--- src/rtl/rx_eng_pkg.sv ---
package rx_eng_pkg;

    typedef enum logic [2:0] {
        ST_HUNT,
        ST_START,
        ST_DATA,
        ST_PARITY,
        ST_STOP1,
        ST_STOP2
    } rx_state_e;

    function automatic logic maj3(input logic a, input logic b, input logic c);
        return (a & b) | (a & c) | (b & c);
    endfunction

endpackage

--- src/rtl/rx_line_sync.sv ---
module rx_line_sync #(
    parameter int STAGES = 2
) (
    input  logic clk,
    input  logic rst_n,
    input  logic rxd,
    input  logic ext_clk,
    output logic rxd_s,
    output logic ext_rise
);
    logic [STAGES-1:0] rx_q;
    logic [STAGES-1:0] ck_q;
    logic              ck_d;

    always_ff @(posedge clk or negedge rst_n) begin
        if (!rst_n) begin
            rx_q <= '1;
            ck_q <= '0;
            ck_d <= 1'b0;
        end else begin
            rx_q <= {rx_q[STAGES-2:0], rxd};
            ck_q <= {ck_q[STAGES-2:0], ext_clk};
            ck_d <= ck_q[STAGES-1];
        end
    end

    assign rxd_s    = rx_q[STAGES-1];
    assign ext_rise = ck_q[STAGES-1] & ~ck_d;
endmodule

--- src/rtl/rx_os_sampler.sv ---
module rx_os_sampler #(
    parameter int OS_RATE = 16
) (
    input  logic clk,
    input  logic rst_n,
    input  logic tick,
    input  logic restart,
    input  logic rxd_s,
    output logic centre_hit,
    output logic vote_hit,
    output logic end_hit,
    output logic vote
);
    import rx_eng_pkg::*;

    localparam int CW     = $clog2(OS_RATE);
    localparam int CENTRE = OS_RATE / 2;

    logic [CW-1:0] cnt;
    logic [1:0]    hist;

    always_ff @(posedge clk or negedge rst_n) begin
        if (!rst_n) begin
            cnt  <= '0;
            hist <= 2'b11;
        end else begin
            if (restart)
                cnt <= CW'(1);
            else if (tick)
                cnt <= (cnt == CW'(OS_RATE - 1)) ? '0 : cnt + 1'b1;
            if (tick)
                hist <= {hist[0], rxd_s};
        end
    end

    assign centre_hit = tick && (cnt == CW'(CENTRE));
    assign vote_hit   = tick && (cnt == CW'(CENTRE + 1));
    assign end_hit    = tick && (cnt == CW'(OS_RATE - 1));
    assign vote       = maj3(hist[1], hist[0], rxd_s);


    cnt_step_chk: assert property (@(posedge clk) disable iff (!rst_n)
        (tick && !restart && cnt != CW'(OS_RATE - 1)) |=> cnt == $past(cnt) + 1'b1);
endmodule

--- src/rtl/rx_frame_fsm.sv ---
module rx_frame_fsm #(
    parameter int MAX_DATA = 9
) (
    input  logic                clk,
    input  logic                rst_n,
    input  logic                mode_1x,
    input  logic                os_tick,
    input  logic                rxd_s,
    input  logic                ext_rise,
    input  logic                centre_hit,
    input  logic                vote_hit,
    input  logic                end_hit,
    input  logic                vote,
    input  logic [3:0]          cfg_len,
    input  logic                par_en,
    input  logic                par_odd,
    input  logic                two_stop,
    output logic                restart,
    output logic                out_valid,
    output logic [MAX_DATA-1:0] out_data,
    output logic                out_perr,
    output logic                out_ferr,
    output logic                out_brk
);
    import rx_eng_pkg::*;

    rx_state_e          state, state_nx;
    logic [MAX_DATA-1:0] shreg;
    logic [3:0]          idx;
    logic [3:0]          eff_len;
    logic                par_bit, low_all, stop_bad;
    logic                cap, cap_val, adv, last_bit, final_cap;

    assign eff_len  = (cfg_len < 4'd5) ? 4'd5 :
                      (cfg_len > 4'(MAX_DATA)) ? 4'(MAX_DATA) : cfg_len;
    assign cap      = mode_1x ? ext_rise : vote_hit;
    assign cap_val  = mode_1x ? rxd_s : vote;
    assign adv      = mode_1x ? ext_rise : end_hit;
    assign last_bit = (idx == eff_len - 4'd1);
    assign restart  = !mode_1x && (state == ST_HUNT) && os_tick && !rxd_s;
    assign final_cap = cap && (((state == ST_STOP1) && !two_stop) || (state == ST_STOP2));

    always_ff @(posedge clk or negedge rst_n) begin
        if (!rst_n) state <= ST_HUNT;
        else        state <= state_nx;
    end

    always_comb begin
        state_nx = state;
        unique case (state)
            ST_HUNT: begin
                if (mode_1x && ext_rise && !rxd_s) state_nx = ST_DATA;
                else if (restart)                  state_nx = ST_START;
            end
            ST_START: begin
                if (centre_hit && rxd_s) state_nx = ST_HUNT;
                else if (end_hit)        state_nx = ST_DATA;
            end
            ST_DATA: begin
                if (adv && last_bit) state_nx = par_en ? ST_PARITY : ST_STOP1;
            end
            ST_PARITY: begin
                if (adv) state_nx = ST_STOP1;
            end
            ST_STOP1: begin
                if (cap && !two_stop)     state_nx = ST_HUNT;
                else if (adv && two_stop) state_nx = ST_STOP2;
            end
            ST_STOP2: begin
                if (cap) state_nx = ST_HUNT;
            end
            default: state_nx = ST_HUNT;
        endcase
    end

    always_ff @(posedge clk or negedge rst_n) begin
        if (!rst_n) begin
            shreg     <= '0;
            idx       <= '0;
            par_bit   <= 1'b0;
            low_all   <= 1'b1;
            stop_bad  <= 1'b0;
            out_valid <= 1'b0;
            out_data  <= '0;
            out_perr  <= 1'b0;
            out_ferr  <= 1'b0;
            out_brk   <= 1'b0;
        end else begin
            out_valid <= 1'b0;
            if (state == ST_HUNT && state_nx != ST_HUNT) begin
                shreg    <= '0;
                idx      <= '0;
                par_bit  <= 1'b0;
                low_all  <= 1'b1;
                stop_bad <= 1'b0;
            end
            if (state == ST_DATA) begin
                if (cap) begin
                    shreg[idx] <= cap_val;
                    low_all    <= low_all & ~cap_val;
                end
                if (adv) idx <= idx + 4'd1;
            end
            if (state == ST_PARITY && cap) begin
                par_bit <= cap_val;
                low_all <= low_all & ~cap_val;
            end
            if (state == ST_STOP1 && cap) begin
                stop_bad <= ~cap_val;
                low_all  <= low_all & ~cap_val;
            end
            if (final_cap) begin
                out_valid <= 1'b1;
                out_data  <= shreg;
                out_perr  <= par_en & ((^shreg) ^ par_bit ^ par_odd);
                out_ferr  <= stop_bad | ~cap_val;
                out_brk   <= low_all & ~cap_val;
            end
        end
    end


    valid_pulse_chk: assert property (@(posedge clk) disable iff (!rst_n)
        out_valid |=> !out_valid);

    hunt_after_stop_chk: assert property (@(posedge clk) disable iff (!rst_n)
        out_valid |-> state == ST_HUNT);

    brk_has_ferr_chk: assert property (@(posedge clk) disable iff (!rst_n)
        (out_valid && out_brk) |-> out_ferr);

    upper_zero_chk: assert property (@(posedge clk) disable iff (!rst_n)
        out_valid |-> (out_data >> eff_len) == '0);

    false_start_chk: assert property (@(posedge clk) disable iff (!rst_n)
        (state == ST_START && centre_hit && rxd_s) |=> state == ST_HUNT);

    perr_off_chk: assert property (@(posedge clk) disable iff (!rst_n)
        (out_valid && !par_en) |-> !out_perr);
endmodule

--- src/rtl/async_rx_engine.sv ---
module async_rx_engine #(
    parameter int OS_RATE     = 16,
    parameter int SYNC_STAGES = 2,
    parameter int MAX_DATA    = 9
) (
    input  logic                clk,
    input  logic                rst_n,
    input  logic                mode_1x,
    input  logic                os_tick,
    input  logic                ext_clk,
    input  logic                rxd,
    input  logic [3:0]          cfg_len,
    input  logic                par_en,
    input  logic                par_odd,
    input  logic                two_stop,
    output logic                out_valid,
    output logic [MAX_DATA-1:0] out_data,
    output logic                out_perr,
    output logic                out_ferr,
    output logic                out_brk
);
    logic rxd_s, ext_rise, restart;
    logic centre_hit, vote_hit, end_hit, vote;

    rx_line_sync #(.STAGES(SYNC_STAGES)) u_sync (
        .clk(clk), .rst_n(rst_n), .rxd(rxd), .ext_clk(ext_clk),
        .rxd_s(rxd_s), .ext_rise(ext_rise)
    );

    rx_os_sampler #(.OS_RATE(OS_RATE)) u_samp (
        .clk(clk), .rst_n(rst_n), .tick(os_tick), .restart(restart), .rxd_s(rxd_s),
        .centre_hit(centre_hit), .vote_hit(vote_hit), .end_hit(end_hit), .vote(vote)
    );

    rx_frame_fsm #(.MAX_DATA(MAX_DATA)) u_fsm (
        .clk(clk), .rst_n(rst_n), .mode_1x(mode_1x), .os_tick(os_tick),
        .rxd_s(rxd_s), .ext_rise(ext_rise), .centre_hit(centre_hit),
        .vote_hit(vote_hit), .end_hit(end_hit), .vote(vote),
        .cfg_len(cfg_len), .par_en(par_en), .par_odd(par_odd), .two_stop(two_stop),
        .restart(restart), .out_valid(out_valid), .out_data(out_data),
        .out_perr(out_perr), .out_ferr(out_ferr), .out_brk(out_brk)
    );
endmodule

--- config.mk ---
export PLATFORM = sky130hd
export DESIGN_NAME = async_rx_engine
export DESIGN_NICKNAME = d
export VERILOG_FILES = /design/src/rtl/rx_eng_pkg.sv /design/src/rtl/rx_line_sync.sv /design/src/rtl/rx_os_sampler.sv /design/src/rtl/rx_frame_fsm.sv /design/src/rtl/async_rx_engine.sv
export SDC_FILE = /design/constraint.sdc
export NUM_CORES = 1
export LEC_CHECK = 0
export ABC_AREA = 1
export BUFFER_PORTS_ARGS = -buffer_cell sky130_fd_sc_hd__buf_2
export CAP_MARGIN = 20
export CORE_MARGIN = 10
export CORE_UTILIZATION = 40
export DETAILED_ROUTE_END_ITERATION = 10
export SLEW_MARGIN = 25
export SYNTH_ARGS = -nofsm -noshare
export SYNTH_HDL_FRONTEND = slang
export SYNTH_HIERARCHICAL = 1
export SYNTH_SLANG_ARGS = --single-unit
export TNS_END_PERCENT = 1
--- constraint.sdc ---
create_clock -name clk -period 2.65 [get_ports clk]
set_clock_uncertainty 0.1 [all_clocks]
set_input_delay 0.53 -clock clk [delete_from_list [all_inputs] [get_ports clk]]
set_output_delay 0.53 -clock clk [all_outputs]
set_load 0.005 [all_outputs]
==> results.cfg <==
[clock_tree]
insertion_delay_ns = 0.30
cts_tree = yes
clk_pin_slew_ns = 0.09
cts_root_buffer = clkbuf_8
cts_sinks = 43
htree_levels = 2
ctsLongestPathBuffers = 2
cts_made_buffers = 5

[setup_path]
start_kind = flip-flop
crit_path_end_kind = flip-flop
worstPathMaxFanout = 13
arrival_ns = 2.48
critPathKind = reg2reg
critical_path_required_ns = 2.73

[synthesis]
synthFlopType = dfrtp_1
synth-simple-area-share = 0.325
syn_area_um2 = 2440
yosys.area.top_type_share = 0.390
async_flop_share = 1.00
synth.most_common_cell = nand2_1
yosysWarnings = 6
synth_mux_area_frac = 0
postSynthCellCount = 296
synth.avg_cell_area_um2 = 8.24
ys_top_cells_by_count = nand2_1 (74), dfrtp_1 (38), inv_1 (29)
synth.yosys.seq_area_share = 0.444
synth_fp_nets = 317
synth_fa_ha_area_frac = 0.0451
synth_xor_xnor_area_share = 0.0359
synth_enable_flop_cells = 0
synth_area_leaders = dfrtp_1 (39%), nand2_1 (11%), dfstp_2 (5.4%), nand3_1 (4.9%), inv_1 (4.5%)
ys_ff_latch = 43
synth_top_cell_by_area = dfrtp_1
synth_top_family_by_area = simple AND/OR/NAND/NOR gates
synth.distinct_cells = 35
synth_compound_area_frac = 0.0795

[grt]
met2_usage = 0.169
grt_overflow = 0
grt_util_met3 = 0.0275
grt_use_total = 0.105
grt_pass1_wl_mm = 8.77
antenna_found_initial = 0
grt_pass1_vias = 1955
grt_util_met1 = 0.133
grt_max_degree = 27
top_usage_layer = met2

[timing]
finalHoldViolations = 0
slew_headroom = 0.624
fmax_mhz = 416
setup_viol = 0
worst_pin_slew_ns = 0.560
slew_violations = 0
min_period_ns = 2.40
fin_crit_sh = 0.907
hold_ws_ns = 0.0443
fin_ws_ns = 0.247
fin_tns_setup_ns = 0
rsz0062_at_grt = no

[floorplan]
die_w_um = 98.1
initial_core_util = 0.412
core_um2 = 5920
chipHeight_um = 98.1
dieArea_um2 = 9620
io_pins = 26
fp-row-count = 28

[final_layout]
syn2layout_area_growth_pct = 14.9
final_cells = 407
stdcell_area_um2 = 2800
drive_gt1_frac = 0.259
nFillCells = 602
nets = 352
n_antenna_cell = 0

[drt]
num_vias = 1927
dr.pass1.iters = 4
viasPerCell = 4.73
drtIter0Drc = 54
wirelength_mm = 4.85
wl_per_cell_um = 11.9
drc = 0
ant_nets = 0

[power_and_ir_drop]
switching_share = 0.401
p_comb_frac = 0.365
clkPwrFrac = 0.204
cellLeakagePower_nw = 1.41
p_sw_mw = 0.827
p_per_area_nw_per_um2 = 735
ir_drop_mv = 0.285
share_seq_of_total_power = 0.430
p_int_mw = 1.23

[placement]
pre_cts_ws_ns = -0.0555
place_hpwl_mm = 3.74
dp_cells = 397
portBuffers = 25
dpl_cell_area_um2 = 2670
gp_congestion = 0.882

[hold_path]
hold_class = in2async

[outcome]
status = finished clean

[flow_run]
cap_viol_max_count = 0
-- worst max-delay path, stage by stage (launching register included) --
cell and delay (ns):
dfrtp_1 0.41, ha_2 0.22, nand3_1 0.12, nor2_2 0.15, inv_1 0.10, nor2_1 0.12, nor2_2 0.08, nor2_4 0.08
nand2_2 0.07, nor2_4 0.11, nand2_1 0.07, nand2_1 0.05, nand3_1 0.07, nand2_2 0.10, inv_2 0.04, nand2_2 0.09
nand2_8 0.11, nand2_2 0.12, o21ai_1 0.07
-- routing by layer --
layer,share of wire,wire (um),vias to the layer above
li1,-,-,1023
met1,0.50,2420,870
met2,0.45,2180,32
met3,0.042,202,2
met4,0.0099,48,0
met5,0,0,-
-- stage by stage --
stage / util / power [mW]
2_1_floorplan: - / 1.47
3_5_place_dp: 0.451 / 1.59
3_3_place_gp: 0.451 / 1.58
6_report: 0.473 / 2.06
5_1_grt: 0.473 / 2.24
4_1_cts: 0.467 / 2.03
-- cell families (layout without fill, tap and decap cells) --
logic type	Yosys count	count (layout)
flops	43	43
buf+inv	41	77
fa+ha+maj	9	9
xor+xnor	10	10
simple gates	160	160
compound gates	33	33
-- cell type report --
class,instances,area [um^2],area share
Sequential cell,43,1080,0.386
Clock inverter,3,25.0,0.00893
Clock buffer,5,68.8,0.0246
Multi-Input combinational cell,212,1210,0.431
Tap cell,75,93.8,0.0335
Timing Repair Buffer,34,193,0.0688
Inverter,35,131,0.0469
-- layout by cell type, fill, tap and decap left out, types with 3 or more instances in the layout --
| cell type | Yosys | routed |
|---|---|---|
| nand2_1 | 74 | 74 |
| dfrtp_1 | 38 | 38 |
| inv_1 | 29 | 29 |
| buf_2 | 2 | 25 |
| nand3_1 | 24 | 24 |
| nor2_1 | 24 | 23 |
| o21ai_1 | 10 | 11 |
| o21ai_0 | 12 | 10 |
| buf_4 | 0 | 9 |
| nand3_2 | 9 | 9 |
| nand2_2 | 7 | 7 |
| xnor2_1 | 7 | 7 |
| ha_1 | 8 | 7 |
| inv_2 | 6 | 6 |
| clkbuf_8 | 0 | 5 |
| nand4_1 | 5 | 5 |
| nor3_1 | 5 | 5 |
| dfstp_2 | 5 | 5 |
| nor2_2 | 3 | 4 |
| a21oi_1 | 4 | 4 |
| nor2_4 | 3 | 3 |
| xor2_1 | 3 | 3 |
-- sequential cells by signal (all words and copies together), names as in the netlist, 2 cells and up --
register	flops
u_fsm/idx	4
u_fsm/out_data	9
u_fsm/shreg	9
u_fsm/state	3
u_samp/cnt	4
u_samp/hist	2
u_sync/ck_q	2
u_sync/rx_q	2
-- power by group through the flow --
stage	clock network [mW]	registers (mW)	logic, mW
detailed placement	0	0.899	0.694
floorplan	0	0.849	0.625
global placement	0	0.896	0.684
finish	0.421	0.886	0.752
CTS	0.445	0.887	0.699
global route	0.468	0.907	0.863
-- repair_timing --
item / in CTS / in global routing
hold buffers: 0 / 0
resized for setup: 0 / 7
setup buffers: 0 / 2
endpoints found under the setup margin: 0 / 16
-- path summary, 6_finish.rpt --
kind | from | end | slack, ns | cells past startpoint
setup / recovery | u_samp/cnt[1] | u_fsm/idx[3] | 0.25 | 18
hold / removal | rst_n | u_fsm/out_data[8] | 0.04 | 1
setup reg to reg | u_samp/cnt[1] | u_fsm/idx[3] | 0.25 | 18
hold reg to reg | u_sync/rx_q[0] | u_sync/rx_q[1] | 0.26 | 0
max in group asynchronous | rst_n | u_fsm/low_all | 1.69 | 2
min in group clk | rxd | u_sync/rx_q[0] | 0.23 | 1
Note: power is estimated with default switching activity, not from simulation.
